--- config.mk ---
export PLATFORM = sky130hd
export DESIGN_NAME = bit_tmod_unit
export DESIGN_NICKNAME = d
export VERILOG_FILES = /design/src/rtl/bit_tmod_pkg.sv /design/src/rtl/bit_index_sel.sv /design/src/rtl/bit_alter_core.sv /design/src/rtl/bit_tmod_unit.sv
export SDC_FILE = /design/constraint.sdc
export NUM_CORES = 1
export LEC_CHECK = 0
export ABC_AREA = 1
export BUFFER_PORTS_ARGS = -buffer_cell sky130_fd_sc_hd__buf_2
export CAP_MARGIN = 20
export CORE_ASPECT_RATIO = 1.1
export CORE_MARGIN = 3
export CORE_UTILIZATION = 53
export CTS_CLUSTER_SIZE = 25
export DETAILED_ROUTE_END_ITERATION = 6
export PLACE_DENSITY_LB_ADDON = 0.15
export SLEW_MARGIN = 20
export SYNTH_ARGS = -nofsm -noshare
export SYNTH_HDL_FRONTEND = slang
export SYNTH_HIERARCHICAL = 1
export SYNTH_SLANG_ARGS = --single-unit
--- constraint.sdc ---
create_clock -name clk -period 0.8 [get_ports clk]
set_input_delay 0.08 -clock clk [delete_from_list [all_inputs] [get_ports clk]]
set_output_delay 0.08 -clock clk [all_outputs]
set_load 0.1 [all_outputs]
--- src/rtl/bit_tmod_pkg.sv ---
package bit_tmod_pkg;
  typedef enum logic [1:0] {
    OP_TEST   = 2'b00,
    OP_SET    = 2'b01,
    OP_CLEAR  = 2'b10,
    OP_CHANGE = 2'b11
  } bit_op_e;

  localparam int unsigned WORD_W = 32;
  localparam int unsigned BYTE_W = 8;
  localparam int unsigned IDX_W  = $clog2(WORD_W);
  localparam int unsigned FLAG_W = 4;
endpackage

--- src/rtl/bit_index_sel.sv ---
module bit_index_sel
  import bit_tmod_pkg::*;
#(
  parameter int unsigned IMM_W = 8,
  parameter int unsigned REG_W = 32
) (
  input  logic             num_sel,
  input  logic             size_byte,
  input  logic [IMM_W-1:0] imm_num,
  input  logic [REG_W-1:0] reg_num,
  output logic [IDX_W-1:0] idx
);
  localparam int unsigned BIDX_W = $clog2(BYTE_W);

  function automatic logic [IDX_W-1:0] reduce_idx(input logic [REG_W-1:0] raw, input logic bsel);
    logic [IDX_W-1:0] r;
    r = raw[IDX_W-1:0];
    if (bsel) r = {{(IDX_W-BIDX_W){1'b0}}, raw[BIDX_W-1:0]};
    return r;
  endfunction

  logic [REG_W-1:0] raw_num;
  always_comb begin
    raw_num = num_sel ? reg_num : REG_W'(imm_num);
    idx = reduce_idx(raw_num, size_byte);
  end

  // a byte-form index stays below 8
  always_comb begin
    if (size_byte) a_byte_idx_r8: assert (idx < IDX_W'(BYTE_W));
  end
endmodule

--- src/rtl/bit_alter_core.sv ---
module bit_alter_core
  import bit_tmod_pkg::*;
(
  input  bit_op_e           op,
  input  logic              size_byte,
  input  logic [IDX_W-1:0]  idx,
  input  logic [WORD_W-1:0] operand,
  output logic [WORD_W-1:0] new_val,
  output logic              old_bit,
  output logic              writes
);
  function automatic logic [WORD_W-1:0] apply_op(input bit_op_e o,
                                                 input logic [WORD_W-1:0] v,
                                                 input logic [IDX_W-1:0] i);
    logic [WORD_W-1:0] m;
    m = WORD_W'(1) << i;
    case (o)
      OP_SET:    return v | m;
      OP_CLEAR:  return v & ~m;
      OP_CHANGE: return v ^ m;
      default:   return v;
    endcase
  endfunction

  logic [WORD_W-1:0] src;
  always_comb begin
    src     = size_byte ? {{(WORD_W-BYTE_W){1'b0}}, operand[BYTE_W-1:0]} : operand;
    old_bit = src[idx];
    new_val = apply_op(op, src, idx);
    writes  = (op != OP_TEST);
  end

  // only the selected bit may differ
  always_comb begin
    a_single_bit_r6: assert ($countones(new_val ^ src) <= 1);
    if (op == OP_SET) a_set_r4: assert (new_val[idx] == 1'b1);
    if (op == OP_CLEAR) a_clr_r5: assert (new_val[idx] == 1'b0);
  end
endmodule

--- src/rtl/bit_tmod_unit.sv ---
module bit_tmod_unit
  import bit_tmod_pkg::*;
(
  input  logic         clk,
  input  logic         rst_n,
  input  logic         valid_in,
  input  logic [1:0]   opcode,
  input  logic         size_byte,
  input  logic         num_sel,
  input  logic [7:0]   imm_num,
  input  logic [31:0]  reg_num,
  input  logic [31:0]  operand,
  input  logic [3:0]   flags_in,
  output logic [31:0]  result,
  output logic         wr_en,
  output logic         z_out,
  output logic [3:0]   flags_out,
  output logic         done
);
  logic [IDX_W-1:0]  idx;
  logic [WORD_W-1:0] new_val;
  logic              old_bit;
  logic              writes;
  bit_op_e           op;

  assign op = bit_op_e'(opcode);

  bit_index_sel #(.IMM_W(8), .REG_W(32)) u_idx (
    .num_sel(num_sel), .size_byte(size_byte),
    .imm_num(imm_num), .reg_num(reg_num), .idx(idx)
  );

  bit_alter_core u_core (
    .op(op), .size_byte(size_byte), .idx(idx), .operand(operand),
    .new_val(new_val), .old_bit(old_bit), .writes(writes)
  );

  always_ff @(posedge clk or negedge rst_n) begin
    if (!rst_n) begin
      result <= '0;
      wr_en  <= 1'b0;
      z_out  <= 1'b0;
      done   <= 1'b0;
    end else begin
      done <= valid_in;
      if (valid_in) begin
        result <= new_val;
        wr_en  <= writes;
        z_out  <= ~old_bit;
      end
    end
  end

  assign flags_out = flags_in;

  a_done_r2: assert property (@(posedge clk) disable iff (!rst_n) valid_in |=> done);
  a_nodone_r2: assert property (@(posedge clk) disable iff (!rst_n) !valid_in |=> !done);
  a_test_nowr_r7: assert property (@(posedge clk) disable iff (!rst_n)
    (valid_in && opcode == 2'b00) |=> !wr_en);
  a_test_keep_r7: assert property (@(posedge clk) disable iff (!rst_n)
    (valid_in && opcode == 2'b00 && !size_byte) |=> result == $past(operand));
  a_byte_hi_r8: assert property (@(posedge clk) disable iff (!rst_n)
    (valid_in && size_byte) |=> result[31:8] == 24'd0);
  a_hold_r12: assert property (@(posedge clk) disable iff (!rst_n)
    !valid_in |=> ($stable(result) && $stable(z_out) && $stable(wr_en)));
endmodule

==> results.md <==
* Crit path to: z_out$_DFFE_PN0P_
* Site Rows at 32
* Worst Setup SP: num_sel
* Hold WC Path Type: primary input to primary output
* Layout cells sized above 1 at 44.7%
* Avg Cell Area, Syn at 6.88 sq um
* Initial core utilization at 55.2%
* Initial antenna violation count at 0
* Area Growth Syn to Fin at 60.0%
* Die Footprint at 8500 sq um
* M1 GR Usage at 37.6%
* Busiest grt layer: met2
* DRC viols at 2
* Dpl ws at -1120 ps
* Die Span Y at 96.4 um
* Synthesized flop and latch total at 35
* Fin. Hold Viols at 0
* Gr ovfl total at 0
* DP Area at 5340 sq um
* Commonest cells in the synthesized netlist: 228 x nand2_1, 64 x ha_1, 53 x inv_1
* Core area at 7130 sq um
* Post-route ant nets at 0
* Min Tclk post-route at 1450 ps
* Post-route cell area at 6290 sq um
* Syn_nets at 719
* Number of diodes at 0
* Sequential area share after synthesis at 22.3%
* Setup ws final at -646 ps
* Post-route clock period utilization at 181%
* WP data arrival at 1680 ps
* Met3 GRT Util at 4.41%
* Post-Syn Instances at 572
* Setup Skew at 0 ps
* Leak Pwr at 0.00305 uW
* TritonCTS clock tree: yes
* Clock transition at path regs at 80 ps
* CP most frequent cell: nand2_2
* Routed length per instance at 18.0 um
* Slowest-stage cell, CP: o21ai_4
* Final Setup Violations at 68
* Total number of H-tree levels at 2
* CP Max Fanout at 5
* Area share of the largest cell type after synthesis at 22.3%
* Max Clk Rate at 692 MHz
* I/O Buffers at 83
* End of the worst register-to-register path: result[7]$_DFFE_PN0P_
* Initial DRC Count at 457
* Critical path's top delay family: buffers and inverters
* Skew-Pair Late Insertion Delay at 290 ps
* Peak supply drop at 0.902 mV
* GP Congestion at 0.926
* Library cells used by synthesis at 25
* CP cell instances: buf_12 > o21ai_4 > buf_6 > nor2_4 > buf_12 > buf_4 > buf_6 > a21oi_2 > nand3_1 > nand3_1 > nand2_2 > nand2_2 > nand2_2 > inv_2 > nand2_2 > nand2_2
* Startpoint types: primary input
* TritonCTS buffer count at 5
* Area of the mapped netlist at 3940 sq um
* Kind of capture point of the worst setup path: flip-flop
* Vias in the first global route at 4726
* Largest net degree at the start of global routing at 36
* Synth warn at 6
* Flop2flop setup slack at -110 ps
* Max clock buf depth at 2
* Worst path required time at 1030 ps
* Buf/Inv on CP at 6
* Worst R2R Start: result[7]$_DFFE_PN0P_
* R2R cell count at 4
* Number of synthesized flops with an enable pin at 0
* Clock Sinks at 35
* Fin cells at 798
* RSZ-0062 raised after global routing: yes
* Area leader, netlist: dfrtp_1
* Slew HR at 81.0%
* I/O pins at 122
* Worst Hold Slack at 160 ps
* Placed cells at 753
* Dpl hpwl at 8540 um
* Final wirelength at 14400 um
* Crit path depth at 16
* Area contributors post-synth: dfrtp_1 22%, nand2_1 22%, ha_1 20%
* Most common flop cell mapped by yosys: dfrtp_1
* CTS Root Cell: clkbuf_8
* Final nets at 859
* Failing checks: DRC, setup timing
* Post-synth ARST share at 100%
* CP max stage delay at 190 ps
* Total GRT Usage at 33.0%
* Core Util, Final at 88.3%
* Global-route wire length before repair at 22100 um
* Count leader, synth: nand2_1
* Outcome: finished, violations left
* Crit Path Class: primary input to flip-flop
* Via/cell ratio at 5.88
* Least-Margin Pin Slew at 285 ps
* Chip width at 88.2 um
* GR Layer Usage met2 at 59.7%
* Via Count at 4695
* Pins over their slew limit at 0
* DRT Pass-1 Iters at 7
* Max Cap Viol at 0
* Power Dens Cells at 1440 nW/um^2
-- state kept, by name, summed over array words and instances, names as in the netlist --
signal / count
wr_en: 1
result: 32
done: 1
z_out: 1
-- power breakdown --
group / total (uW) / switching [uW] / leakage, uW / internal [uW]
sequential: 2240 / 227 / 0.000403 / 2010
combinational: 5020 / 3060 / 0.00259 / 1960
clock: 1800 / 793 / 0.0000612 / 1010
-- how the worst min path moves through the flow --
stage                            endpoint  slack, ps  depth (start not counted)   startpoint
floorplan                  done$_DFF_PN0_       -220                          0        rst_n
global placement    result[0]$_DFFE_PN0P_         60                          2        rst_n
detailed placement  result[8]$_DFFE_PN0P_         60                          2        rst_n
CTS                          flags_out[0]        160                          0  flags_in[0]
global route                 flags_out[2]        160                          0  flags_in[2]
finish                       flags_out[2]        160                          0  flags_in[2]
-- what timing repair did --
item | 4_1_cts | 5_1_grt
hold buffers | 1 | 0
pin swaps | 38 | 78
resized for setup | 47 | 60
buffers inserted | 25 | 9
hold endpoints to repair | 35 | 0
endpoints found under the setup margin | 68 | 68
cloned | 3 | 1
-- worst register-to-register path: cells and delay by family, from the launching register on --
kind / cells / cell delay (ps)
buf+inv: 2 / 270
flops: 1 / 430
simple gates: 2 / 100
-- metal layers --
layer	wire length, um	up-vias	part of all wire, %
li1	-	2114	-
met1	5450	2211	38
met2	7150	287	50
met3	951	83	6.6
met4	848	0	5.9
met5	0	-	0
-- kinds of logic (layout without fill, tap and decap cells) --
family	after synthesis	count (layout)	share of synthesized area [%]
compound gates	43	43	8.81
fa+ha+maj	64	64	20.3
buf+inv	101	242	13.3
flops	35	35	22.3
simple gates	329	329	35.3
-- through the flow --
step	TNS [ps]	power [uW]
after floorplan	-23710	4980
after global placement	-31110	6450
after detailed placement	-33510	6550
after CTS	-23360	8690
after global routing	-27420	9370
final	-24370	9060
-- cell type report --
| cell class | instances | area (sq um) |
|---|---|---|
| clock buffer | 6 | 82.6 |
| multi-input combinational | 436 | 2970 |
| fill | 366 | 832 |
| timing repair inverter | 2 | 17.5 |
| sequential | 35 | 922 |
| timing repair buffer | 169 | 1880 |
| tap | 85 | 106 |
| inverter | 63 | 289 |
| clock inverter | 2 | 35.0 |
-- layout by cell type (no fill, tap or decap), drive strengths merged, types with 6 or more instances in the layout --
cell type  count
nand4         24
nand2        246
nand3         17
dfrtp         35
nor2          42
clkbuf         6
a21oi          8
ha            64
inv           61
o2111ai       32
buf          168
Note: power is estimated with default switching activity, not from simulation.
